[src/rtl/orbit_pkg.sv]
package orbit_pkg;
  localparam int BTN_N     = 6;
  localparam int B_AZ_UP   = 0;
  localparam int B_AZ_DN   = 1;
  localparam int B_EL_UP   = 2;
  localparam int B_EL_DN   = 3;
  localparam int B_VW_UP   = 4;
  localparam int B_VW_DN   = 5;

  typedef struct packed {
    logic up;
    logic dn;
  } axis_req_t;
endpackage

[src/rtl/orbit_sync.sv]
module orbit_sync #(
  parameter int N      = 6,
  parameter int STAGES = 2
) (
  input  logic         clk,
  input  logic         rst,
  input  logic [N-1:0] d_async,
  output logic [N-1:0] d_sync
);
  logic [STAGES-1:0][N-1:0] chain;

  always_ff @(posedge clk) begin
    if (rst) chain <= '0;
    else begin
      chain[0] <= d_async;
      for (int s = 1; s < STAGES; s++) chain[s] <= chain[s-1];
    end
  end

  assign d_sync = chain[STAGES-1];
endmodule

[src/rtl/orbit_accel.sv]
module orbit_accel #(
  parameter int DOUBLE_TICKS = 32,
  parameter int MAX_LOG      = 3,
  localparam int SW          = MAX_LOG + 1
) (
  input  logic          clk,
  input  logic          rst,
  input  logic          tick,
  input  logic          up,
  input  logic          dn,
  output logic [SW-1:0] step
);
  localparam int CMAX = DOUBLE_TICKS * MAX_LOG;
  localparam int CW   = $clog2(CMAX + 1);

  logic [1:0]    req, req_q;
  logic          restart;
  logic [CW-1:0] cnt, base;
  int            lvl;

  assign req     = {up, dn};
  assign restart = (req == 2'b00) || (req != req_q);
  assign base    = restart ? '0 : cnt;

  always_comb begin
    lvl = int'(base) / DOUBLE_TICKS;
    if (lvl > MAX_LOG) lvl = MAX_LOG;
    step = SW'(1) << lvl;
  end

  always_ff @(posedge clk) begin
    if (rst) begin
      req_q <= '0;
      cnt   <= '0;
    end else begin
      req_q <= req;
      if (tick && req != 2'b00)
        cnt <= (base == CW'(CMAX)) ? base : base + 1'b1;
      else
        cnt <= base;
    end
  end

  // the step is always a single power of two no larger than the cap
  p_step_pow2_r4: assert property (@(posedge clk) disable iff (rst)
    ($countones(step) == 1) && (step <= SW'(1 << MAX_LOG)));
  // an idle cycle restarts the step at one
  p_step_restart_r5: assert property (@(posedge clk) disable iff (rst)
    (req == 2'b00) |=> (step == SW'(1)));
endmodule

[src/rtl/orbit_axis.sv]
module orbit_axis #(
  parameter int W            = 8,
  parameter bit WRAP         = 1'b1,
  parameter bit ACCEL        = 1'b1,
  parameter int LO           = 0,
  parameter int HI           = 255,
  parameter int INIT         = 0,
  parameter int DOUBLE_TICKS = 32,
  parameter int MAX_LOG      = 3
) (
  input  logic         clk,
  input  logic         rst,
  input  logic         tick,
  input  logic         up,
  input  logic         dn,
  output logic [W-1:0] val
);
  logic         mv_up, mv_dn;
  logic [W:0]   step_x, sum, dif, nxt_w;
  logic [W-1:0] nxt;

  assign mv_up = up & ~dn;
  assign mv_dn = dn & ~up;

  generate
    if (ACCEL) begin : g_accel
      logic [MAX_LOG:0] step_a;
      orbit_accel #(.DOUBLE_TICKS(DOUBLE_TICKS), .MAX_LOG(MAX_LOG)) u_accel (
        .clk(clk), .rst(rst), .tick(tick), .up(mv_up), .dn(mv_dn), .step(step_a)
      );
      assign step_x = (W+1)'(step_a);
    end else begin : g_unit
      assign step_x = (W+1)'(1);
    end
  endgenerate

  assign sum = {1'b0, val} + step_x;
  assign dif = {1'b0, val} - step_x;

  always_comb begin
    nxt_w = {1'b0, val};
    if (mv_up) begin
      if (WRAP) nxt_w = sum;
      else      nxt_w = (sum > (W+1)'(HI)) ? (W+1)'(HI) : sum;
    end else if (mv_dn) begin
      if (WRAP) nxt_w = dif;
      else      nxt_w = ({1'b0, val} < (W+1)'(LO) + step_x) ? (W+1)'(LO) : dif;
    end
    nxt = nxt_w[W-1:0];
  end

  always_ff @(posedge clk) begin
    if (rst)       val <= W'(INIT);
    else if (tick) val <= nxt;
  end

  // no tick, no motion
  p_tick_gate_r2: assert property (@(posedge clk) disable iff (rst)
    !tick |=> $stable(val));
  // opposed buttons freeze the axis
  p_opposed_hold_r8: assert property (@(posedge clk) disable iff (rst)
    (up && dn) |=> $stable(val));

  generate
    if (!WRAP) begin : g_sat_chk
      // a saturating axis stays inside its limits
      p_sat_range_r6: assert property (@(posedge clk) disable iff (rst)
        (val >= W'(LO)) && (val <= W'(HI)));
    end
  endgenerate
endmodule

[src/rtl/orbit_chords.sv]
module orbit_chords #(
  parameter int MODEL_COUNT = 3,
  parameter int HOLD_TICKS  = 16,
  localparam int MW         = $clog2(MODEL_COUNT)
) (
  input  logic          clk,
  input  logic          rst,
  input  logic          tick,
  input  logic          model_chord,
  input  logic          reset_chord,
  output logic [MW-1:0] model_sel,
  output logic          reset_req
);
  localparam int HW = $clog2(HOLD_TICKS + 1);

  logic          chord_q;
  logic [HW-1:0] hold_cnt;

  always_ff @(posedge clk) begin
    if (rst) begin
      chord_q   <= 1'b0;
      model_sel <= '0;
      hold_cnt  <= '0;
      reset_req <= 1'b0;
    end else begin
      chord_q <= model_chord;
      if (model_chord && !chord_q)
        model_sel <= (model_sel == MW'(MODEL_COUNT - 1)) ? '0 : model_sel + 1'b1;
      if (!reset_chord)
        hold_cnt <= '0;
      else if (tick && hold_cnt < HW'(HOLD_TICKS))
        hold_cnt <= hold_cnt + 1'b1;
      reset_req <= tick && reset_chord && (hold_cnt == HW'(HOLD_TICKS - 1));
    end
  end

  // the reset request never lasts more than a cycle
  p_pulse_single_r10: assert property (@(posedge clk) disable iff (rst)
    reset_req |=> !reset_req);
  // a request only follows a held chord
  p_pulse_cause_r10: assert property (@(posedge clk) disable iff (rst)
    $rose(reset_req) |-> $past(reset_chord));
  // index stays below the model count and holds during a held chord
  p_model_range_r9: assert property (@(posedge clk) disable iff (rst)
    model_sel <= MW'(MODEL_COUNT - 1));
  p_model_once_r9: assert property (@(posedge clk) disable iff (rst)
    (model_chord && chord_q) |=> $stable(model_sel));
endmodule

[src/rtl/orbit_input_ctrl.sv]
module orbit_input_ctrl
  import orbit_pkg::*;
#(
  parameter int ANG_W        = 8,
  parameter int SYNC_STAGES  = 2,
  parameter int DOUBLE_TICKS = 32,
  parameter int STEP_LOG_MAX = 3,
  parameter int AZ_INIT      = 0,
  parameter int EL_MIN       = 16,
  parameter int EL_MAX       = 112,
  parameter int EL_INIT      = 64,
  parameter int VW_MIN       = 8,
  parameter int VW_MAX       = 200,
  parameter int VW_INIT      = 60,
  parameter int MODEL_COUNT  = 3,
  parameter int RESET_HOLD   = 16
) (
  input  logic                           clk,
  input  logic                           rst,
  input  logic                           tick,
  input  logic [BTN_N-1:0]               btn_raw,
  output logic [ANG_W-1:0]               azimuth,
  output logic [ANG_W-1:0]               elevation,
  output logic [ANG_W-1:0]               view_angle,
  output logic [$clog2(MODEL_COUNT)-1:0] model_sel,
  output logic                           reset_req
);
  logic [BTN_N-1:0] btn;
  axis_req_t        az_req, el_req, vw_req;

  orbit_sync #(.N(BTN_N), .STAGES(SYNC_STAGES)) u_sync (
    .clk(clk), .rst(rst), .d_async(btn_raw), .d_sync(btn)
  );

  assign az_req = '{up: btn[B_AZ_UP], dn: btn[B_AZ_DN]};
  assign el_req = '{up: btn[B_EL_UP], dn: btn[B_EL_DN]};
  assign vw_req = '{up: btn[B_VW_UP], dn: btn[B_VW_DN]};

  orbit_axis #(.W(ANG_W), .WRAP(1'b1), .ACCEL(1'b1), .LO(0), .HI((1 << ANG_W) - 1),
    .INIT(AZ_INIT), .DOUBLE_TICKS(DOUBLE_TICKS), .MAX_LOG(STEP_LOG_MAX)) u_az (
    .clk(clk), .rst(rst), .tick(tick), .up(az_req.up), .dn(az_req.dn), .val(azimuth)
  );

  orbit_axis #(.W(ANG_W), .WRAP(1'b0), .ACCEL(1'b1), .LO(EL_MIN), .HI(EL_MAX),
    .INIT(EL_INIT), .DOUBLE_TICKS(DOUBLE_TICKS), .MAX_LOG(STEP_LOG_MAX)) u_el (
    .clk(clk), .rst(rst), .tick(tick), .up(el_req.up), .dn(el_req.dn), .val(elevation)
  );

  orbit_axis #(.W(ANG_W), .WRAP(1'b0), .ACCEL(1'b0), .LO(VW_MIN), .HI(VW_MAX),
    .INIT(VW_INIT), .DOUBLE_TICKS(DOUBLE_TICKS), .MAX_LOG(STEP_LOG_MAX)) u_vw (
    .clk(clk), .rst(rst), .tick(tick), .up(vw_req.up), .dn(vw_req.dn), .val(view_angle)
  );

  orbit_chords #(.MODEL_COUNT(MODEL_COUNT), .HOLD_TICKS(RESET_HOLD)) u_chords (
    .clk(clk), .rst(rst), .tick(tick),
    .model_chord(az_req.up && az_req.dn),
    .reset_chord(el_req.up && el_req.dn),
    .model_sel(model_sel), .reset_req(reset_req)
  );

  // outputs leave reset at their initial codes
  p_reset_state_r11: assert property (@(posedge clk)
    $past(rst) |-> (azimuth == ANG_W'(AZ_INIT)) && (elevation == ANG_W'(EL_INIT))
                   && (view_angle == ANG_W'(VW_INIT)) && !reset_req);
endmodule

[config.mk]
export PLATFORM = sky130hd
export DESIGN_NAME = orbit_input_ctrl
export DESIGN_NICKNAME = d
export VERILOG_FILES = /design/src/rtl/orbit_pkg.sv /design/src/rtl/orbit_sync.sv /design/src/rtl/orbit_accel.sv /design/src/rtl/orbit_axis.sv /design/src/rtl/orbit_chords.sv /design/src/rtl/orbit_input_ctrl.sv
export SDC_FILE = /design/constraint.sdc
export NUM_CORES = 1
export LEC_CHECK = 0
export ABC_AREA = 0
export BUFFER_PORTS_ARGS = -buffer_cell sky130_fd_sc_hd__buf_2
export CAP_MARGIN = 20
export CELL_PAD_IN_SITES_DETAIL_PLACEMENT = 2
export CELL_PAD_IN_SITES_GLOBAL_PLACEMENT = 2
export CORE_ASPECT_RATIO = 0.5
export CORE_UTILIZATION = 39
export DETAILED_ROUTE_END_ITERATION = 6
export PLACE_DENSITY = 0.9
export SLEW_MARGIN = 0
export SYNTH_ARGS = -nofsm -noshare
export SYNTH_HDL_FRONTEND = slang
export SYNTH_SLANG_ARGS = --single-unit
export TNS_END_PERCENT = 50
[constraint.sdc]
create_clock -name clk -period 4.7 [get_ports clk]
set_clock_uncertainty 0.2 [all_clocks]
set_input_delay 0.94 -clock clk [delete_from_list [all_inputs] [get_ports clk]]
set_output_delay 0.94 -clock clk [all_outputs]
set_load 0.05 [all_outputs]
**Word level (Yosys, flattened, before mapping)**

Index checks and enable logic that the tools add are counted.

- Flip-flop bits (word level): 63
- Input bits: 9
- Output and inout port bits: 27
- Word-level logic and storage cells: 91

- $add $sub $neg: 11
- Order comparisons: 7
- Equality and inequality tests: 6
- Shifts and indexed selects: 2
- Muxes and demuxes: 19
- Bitwise operators: 13
- Reductions and logical operators: 20

Operators by type and width:

| kind | count |
|---|---|
| $mux 8 | 10 |
| $shl 1x32->4 const A | 2 |
| $mux 7 | 6 |
| $sub 8x4->8 | 2 |
| $add 7x1->7 const B | 2 |
| $eq 7x7->1 const B | 2 |
| $add 8x1->9 const B | 1 |
| $add 8x4->9 | 1 |
| $gt 9x7->1 const B | 1 |
| $gt 9x8->1 const B | 1 |
| $lt 8x9->1 | 1 |
| $add 8x4->8 | 1 |
| $logic_and 1x1->1 | 8 |
| $lt 8x4->1 const B | 1 |
| $sub 8x1->8 const B | 1 |
| $not 1->1 | 7 |
| $add 5x4->6 const A | 1 |
| $and 1x1->1 | 6 |
| $mux 2 | 3 |
| $reduce_and 2->1 | 3 |
| $reduce_bool 2->1 | 3 |
| $add 5x1->5 const B | 1 |
| $eq 5x4->1 const B | 1 |
| $lt 5x5->1 const B | 1 |
| other kinds (8) | 12 |

**Depth between registers and ports, before layout**

- Depth after elaboration: 13
- Depth in mapped cells: 14
- Gate-level depth less buffers: 14

**Hierarchy**

From an unflattened synthesis, not the netlist that was laid out.

- Cell total of the unflattened synthesis: 520
- Area total of the unflattened synthesis: 4325.4 µm²

By module, submodules not included:

| module | times used | cells each | area each (µm²) | seq. area each (µm²) |
|---|---|---|---|---|
| orbit_axis (u_el) | 1 | 128 | 1004.7 | 160.2 |
| orbit_accel | 2 | 58 | 488.0 | 180.2 |
| orbit_axis (u_vw) | 1 | 117 | 863.3 | 160.2 |
| orbit_axis (u_az) | 1 | 86 | 689.4 | 160.2 |
| orbit_sync | 1 | 31 | 411.6 | 240.2 |
| orbit_chords | 1 | 40 | 367.9 | 180.2 |
| orbit_input_ctrl | 1 | 2 | 12.5 | 0.0 |

**Least setup slack after synthesis**

OpenSTA, ideal clock, no wires.

- Path kind: flip-flop to flip-flop
- Start: register u_sync.chain (netlist bit u_sync.d_sync[1])
- End: register u_az.val[7]
- Setup time: 0.128 ns
- Data arrival time: 2.867 ns
- Required time: 4.372 ns
- Setup slack: 1.506 ns
- Stages on the path, launching flop included: 14
- Buffers on the path: 0
- Period minus slack after synthesis: 3.194 ns
- Cell sequence: dfxtp_1 inv_1 ha_1 xor2_1 nor3_2 nand2_1 a21boi_0 ha_1 a21oi_1 o211ai_1 o41ai_1 mux2i_1 xor2_1 nor2_1

- Longest elaborated chain between the ends: 11
- Elaborated cells on any way between the ends: 16
- Those cells by class: add/sub: 2; order compare: 1; eq/ne: 1; shift: 1; mux: 4; bitwise: 3; reduce/logical: 4

Ends and longest elaborated chain:

| item | RTL line | RTL |
|---|---|---|
| start, declared | orbit_sync.sv:10 | `logic [STAGES-1:0][N-1:0] chain;` |
| $not 1->1 (*) | orbit_axis.sv:22 | `assign mv_up = up & ~dn;` |
| $and 1x1->1 (*) | orbit_axis.sv:22 |  |
| net u_az.g_accel.u_accel.up | orbit_accel.sv:9 | `input logic up,` |
| $ne 2x2->1 / $logic_not 2->1 (equally long branches) | orbit_accel.sv:22 | `assign restart = (req == 2'b00) \|\| (req != req_q);` |
| $logic_or 1x1->1 | orbit_accel.sv:22 |  |
| $mux 7 | orbit_accel.sv:23 | `assign base = restart ? '0 : cnt;` |
| $gt 2x2->1 | orbit_accel.sv:27 | `if (lvl > MAX_LOG) lvl = MAX_LOG;` |
| $mux 2 | orbit_accel.sv:27 |  |
| $shl 1x32->4 | orbit_accel.sv:28 | `step = SW'(1) << lvl;` |
| $sub 8x4->8 | orbit_axis.sv:38 | `assign dif = {1'b0, val} - step_x;` |
| $mux 8 | orbit_axis.sv:45 | `end else if (mv_dn) begin` |
| $mux 8 | orbit_axis.sv:42 | `if (mv_up) begin` |
| end signal, assigned | orbit_axis.sv:53 | `if (rst) val <= W'(INIT);` |
| end signal, assigned | orbit_axis.sv:54 | `else if (tick) val <= nxt;` |
| end, declared | orbit_axis.sv:16 | `output logic [W-1:0] val` |

Mark *: on every way through the listed nets, which the timed path passes. The rest lies on a longest branch. The select of a mux whose other input is x is not followed.
A chain may end at the register's enable or synchronous reset.

**Worst setup path in the final report**

- Start: register u_sync.chain (netlist bit u_sync.d_sync[3])
- End: register u_el.val[0]

- Longest elaborated chain between the ends: 13
- Elaborated cells on any way between the ends: 21
- Those cells by class: add/sub: 3; order compare: 3; eq/ne: 1; shift: 1; mux: 6; bitwise: 3; reduce/logical: 4

Ends and longest elaborated chain:

| item | RTL line | RTL |
|---|---|---|
| $not 1->1 (*) | orbit_axis.sv:22 |  |
| $and 1x1->1 (*) | orbit_axis.sv:22 |  |
| net u_el.g_accel.u_accel.up | orbit_accel.sv:9 |  |
| $ne 2x2->1 / $logic_not 2->1 (equally long branches) | orbit_accel.sv:22 |  |
| $logic_or 1x1->1 | orbit_accel.sv:22 |  |
| $mux 7 | orbit_accel.sv:23 |  |
| $gt 2x2->1 | orbit_accel.sv:27 |  |
| $mux 2 | orbit_accel.sv:27 |  |
| $shl 1x32->4 | orbit_accel.sv:28 |  |
| $add 5x4->6 | orbit_axis.sv:47 | `else nxt_w = ({1'b0, val} < (W+1)'(LO) + step_x) ? (W+1)'(LO) : dif;` |
| $lt 8x9->1 | orbit_axis.sv:47 |  |
| $mux 8 | orbit_axis.sv:47 |  |
| $mux 8 | orbit_axis.sv:45 |  |
| $mux 8 | orbit_axis.sv:42 |  |
| end signal, assigned | orbit_axis.sv:53 |  |
| end signal, assigned | orbit_axis.sv:54 |  |
| end, declared | orbit_axis.sv:16 |  |

Marked as above.

==> results by stage <==
Floorplanning:
- The number of top-level pins is 36.
- The core outline area is about 9700 um2.
- The overall die height is 73.9 um.
- The initial utilization of the core area, before any placement, comes to 0.415.
- The site row count is 25.
- The die outline width is between 100 and 150 um.
- The floorplan step defined a die boundary enclosing ~11000 um2.

Run:
- The tool flagged a number of max-cap violations equal to 0.

STA:
- The max-slew headroom at the worst pin is 0.367.
- The hold violation total from the final report is 0.
- The number of pins with negative max-slew slack in the final report is 0.
- Setup violations remaining at the end of the flow were counted as 0.
- The achievable clock frequency is between 200 and 250 MHz.
- The final critical delay including setup and external delays is ~4300 ps.
- Setup repair after global routing left no endpoint under its margin.
- In the finished design, the share of the clock period the worst path needs comes to 0.914.
- For the pin with the worst max-slew slack, the measured transition is ~950 ps.
- Hold is met by 259 ps.
- Adding up every negative setup slack in the final design gives 0 ps.

CTS:
- The clock-pin slew reported for the worst setup and hold paths after clock tree synthesis is ~50 ps.
- TritonCTS created 9 clock buffers.
- The clock insertion delay at the later pin of the skew report is roughly 340 ps.
- The count of H-tree levels built during CTS is 3.
- The CTS tree is done.
- After clock tree synthesis, the flow added hold-fix buffers numbering 0.
- The tree built by TritonCTS fans out to 63 sinks.
- The number of post-CTS setup repair buffers is 0.
- In this run, post-CTS repair resized a total of 0 instances.
- The clock passes through at most 2 buffers.
- The root buffer cell chosen for the clock tree is sky130_fd_sc_hd__clkbuf_16.

Detailed routing:
- The first routing iteration left between 200 and 250 violations.
- Wire segments on met2 add up to 8130 um in the final route.
- The routed via count is about 3.9k.
- The met3 wire length is 698 um.
- Dividing the detail-routed wire length by the instance count gives approximately 25 um.
- The remaining number of nets flagged by the antenna check after routing is 0.
- For this block, the routed nets add up to 16100 um of wire.
- The highest signal layer in the routed design is met4.
- The number of remaining DRC errors is 0.
- The routed length on met1 is 6800 um.
- Dividing the detail-routed via count by the number of cells gives approximately 6.
- The count of TritonRoute iterations in the first routing pass is 4.

Critical path:
- The slowest stage of the critical path belongs to the cell sky130_fd_sc_hd__nor4b_1.
- The class of the most critical setup path is register to register.
- The startpoint kind of the worst setup timing path is a register.
- On the worst path, the slowest cell contributes a delay of 710 ps.
- Counting both buffers and inverters, the worst setup path holds a total of 1.
- For flop-to-flop paths, the worst setup slack is a little over 400 ps.
- Among cell families on the critical path, the largest total delay comes from simple AND/OR/NAND/NOR gates.
- The worst endpoint required time is 4750 ps.
- The signal arrival time at the worst endpoint is ~4400 ps.
- Of all nets on the critical path, the largest fanout is 8.
- Walking the worst path, the cells encountered are inv_1 -> ha_1 -> xor2_1 -> nor3_2 -> nand2_1 -> or2_2 -> ha_1 -> nand2b_1 -> a21oi_1 -> o21ai_0 -> nor4b_1 -> o31ai_1 -> a21oi_1.
- The worst setup path is captured at a register.

Power and ir drop:
- The completed layout was analyzed and its total power is 1.42 mW.
- The internal power of the cells totals between 0.9 and 1 mW.
- The standby leakage power is roughly 1.9 nW.
- The maximum resistive drop on vdd is about 0.14 mV.
- The share of total power dissipated in combinational logic is 0.172.
- Of the total power, the share spent switching nets is 0.310.
- For this design the total switching power over the nets is roughly 0.44 mW.
- The share of total power dissipated in the clock network is 0.420.
- For this design the ratio of total power to cell area is roughly 310 nW/um2.
- The share of total power dissipated in sequential elements is 0.408.

Finish:
- The number of standard cells in the layout, taps in and fillers out is between 600 and 700.
- The end-of-flow core utilization is 0.465.
- The filler cells instantiated in the layout total about 1.1k.
- Of the cells placed in the final design, the portion with a size suffix greater than 1 is 0.123.
- The number of antenna cells inserted is 0.
- At the end of the flow, the number of nets in the layout was approximately 560.
- The synthesis-to-layout area growth is 12.0%.

Outcome:
- The run finished with clean final reports.

Logic synthesis:
- The synthesized net count is ~540.
- The share of synthesized area in the top cell type comes to 0.313.
- The most frequently used cell type in the post-synthesis netlist is sky130_fd_sc_hd__dfxtp_1.
- The most frequently used flop master after synthesis is sky130_fd_sc_hd__dfxtp_1.
- Counting flops with an async set or reset pin after synthesis yields a share of 0.
- The yosys synthesis warning count is 0.
- The share of the Yosys chip area taken by registers is 0.313.
- Counting flops and latches in the post-synthesis netlist gives 63.
- The average cell area after synthesis is 8.22 um2.
- The cell count after synthesis is 491.
- Yosys mapped a number of flops with a built-in enable equal to 0.
- By count the netlist is led by sky130_fd_sc_hd__dfxtp_1 (63), sky130_fd_sc_hd__nand2_1 (49), sky130_fd_sc_hd__nor2_1 (40).
- Summing every instance area after synthesis gives approximately 4000 um2.
- The synthesized netlist contains 71 unique library cells.
- Ranked by total cell area, the synthesized netlist is headed by sky130_fd_sc_hd__dfxtp_1 (31%), sky130_fd_sc_hd__ha_1 (10%), sky130_fd_sc_hd__nand2_1 (4.6%).
- The cell type contributing the most total cell area after synthesis is sky130_fd_sc_hd__dfxtp_1.

Place:
- The number of instances in the placed design is 641.
- The congestion estimate from routability-driven global placement came to approximately 0.82.
- Input and output buffers added on the ports amount to 35.
- The half-perimeter wire length after placement is approximately 9400 um.

Global routing:
- The global-route usage over all layers is 0.314.
- The number of antenna violations at the first check in global routing is 0.
- The number of global-route vias before repair came to around 4.4k.
- Entering global routing, the biggest net connects 30 pins.
- The first global-routing pass estimated between 20000 and 30000 um of wire.
- Global routing finished with a remaining overflow of 0.

Worst hold path:
- The worst hold-check path type is register to register.
## per-stage QoR
step                area, um2  setup WS [ps]
floorplan                4040           1510
global placement         4270            971
detailed placement       4270            828
CTS                      4520            493
global route             4520            254
finish                   4520            406
## worst paths after layout
kind / from / end / cells after the start
setup / recovery: u_sync.d_sync[3]$_SDFF_PP0_ / u_el.val[0]$_SDFFE_PP0P_ / 13
setup reg to reg: u_sync.d_sync[3]$_SDFF_PP0_ / u_el.val[0]$_SDFFE_PP0P_ / 13
hold / removal: u_sync.chain[4]$_SDFF_PP0_ / u_sync.d_sync[4]$_SDFF_PP0_ / 1
hold reg to reg: u_sync.chain[4]$_SDFF_PP0_ / u_sync.d_sync[4]$_SDFF_PP0_ / 1
## placed cells by master, fill, tap and decap left out, types with 3 or more instances in the layout
| cell | Yosys | routed |
|---|---|---|
| sky130_fd_sc_hd__o21ai_1 | 6 | 6 |
| sky130_fd_sc_hd__nand4_1 | 7 | 7 |
| sky130_fd_sc_hd__a21o_1 | 5 | 5 |
| sky130_fd_sc_hd__clkbuf_16 | 0 | 9 |
| sky130_fd_sc_hd__o21ai_0 | 24 | 24 |
| sky130_fd_sc_hd__a21oi_1 | 29 | 29 |
| sky130_fd_sc_hd__nand4b_1 | 3 | 3 |
| sky130_fd_sc_hd__nor3_1 | 7 | 7 |
| sky130_fd_sc_hd__and3_1 | 3 | 3 |
| sky130_fd_sc_hd__xnor2_1 | 15 | 15 |
| sky130_fd_sc_hd__and2_1 | 3 | 3 |
| sky130_fd_sc_hd__nand2_1 | 49 | 49 |
| sky130_fd_sc_hd__nand2b_1 | 10 | 10 |
| sky130_fd_sc_hd__ha_1 | 33 | 33 |
| sky130_fd_sc_hd__o31ai_1 | 4 | 4 |
| sky130_fd_sc_hd__nor2b_1 | 23 | 23 |
| sky130_fd_sc_hd__dfxtp_1 | 63 | 63 |
| sky130_fd_sc_hd__nor2_1 | 40 | 40 |
| sky130_fd_sc_hd__o21a_1 | 3 | 3 |
| sky130_fd_sc_hd__nand3_1 | 18 | 18 |
| sky130_fd_sc_hd__nor4b_1 | 3 | 3 |
| sky130_fd_sc_hd__fa_1 | 3 | 3 |
| sky130_fd_sc_hd__xor2_1 | 12 | 12 |
| sky130_fd_sc_hd__nor4_1 | 7 | 7 |
| sky130_fd_sc_hd__a21boi_0 | 4 | 4 |
| sky130_fd_sc_hd__a221oi_1 | 4 | 4 |
| sky130_fd_sc_hd__buf_2 | 6 | 35 |
| sky130_fd_sc_hd__mux2i_1 | 5 | 5 |
| sky130_fd_sc_hd__a31oi_1 | 5 | 5 |
| sky130_fd_sc_hd__a41oi_1 | 3 | 3 |
| sky130_fd_sc_hd__or3_1 | 7 | 7 |
| sky130_fd_sc_hd__inv_1 | 28 | 28 |
| sky130_fd_sc_hd__clkbuf_1 | 8 | 3 |
## power groups by stage
stage,Sequential [mW],Clock (mW),Combinational (mW)
3_3_place_gp,0.585,0,0.211
5_1_grt,0.579,0.622,0.259
3_5_place_dp,0.587,0,0.225
4_1_cts,0.577,0.603,0.242
2_1_floorplan,0.613,0,0.136
6_report,0.578,0.594,0.244
## sequential cells by signal, indices dropped and copies added (netlist names)
name                        cells
u_az.val                        8
u_el.val                        8
u_vw.val                        8
u_az.g_accel.u_accel.cnt        7
u_el.g_accel.u_accel.cnt        7
u_sync.chain                    6
u_sync.d_sync                   6
u_chords.hold_cnt               5
u_az.g_accel.u_accel.req_q      2
u_chords.model_sel              2
u_el.g_accel.u_accel.req_q      2
u_chords.chord_q                1
u_chords.reset_req              1
## routing by layer
metal,up-vias,track usage
met5,-,0
met4,0,0.139
met3,48,0.0770
met2,110,0.584
met1,1969,0.352
li1,1770,-
## logic make-up (layout without fill, tap and decap cells)
logic type      after synthesis  after routing  share of synthesized area
flops                        63             63                      0.313
mux                           5              5                     0.0124
fa+ha+maj                    36             36                      0.117
xor+xnor                     27             27                     0.0586
compound gates              112            112                      0.187
buf+inv                      51             80                     0.0567
simple gates                197            197                      0.256
## cell type report
type	count	area [um2]	share of cell area
Sequential cell	63	1260	0.279
Tap cell	135	169	0.0374
Timing Repair Buffer	37	190	0.0421
Clock inverter	2	10.0	0.00221
Inverter	29	109	0.0241
Clock buffer	12	236	0.0523
Multi-Input combinational cell	377	2540	0.563
No activity file was read; power rests on OpenSTA's default activity.
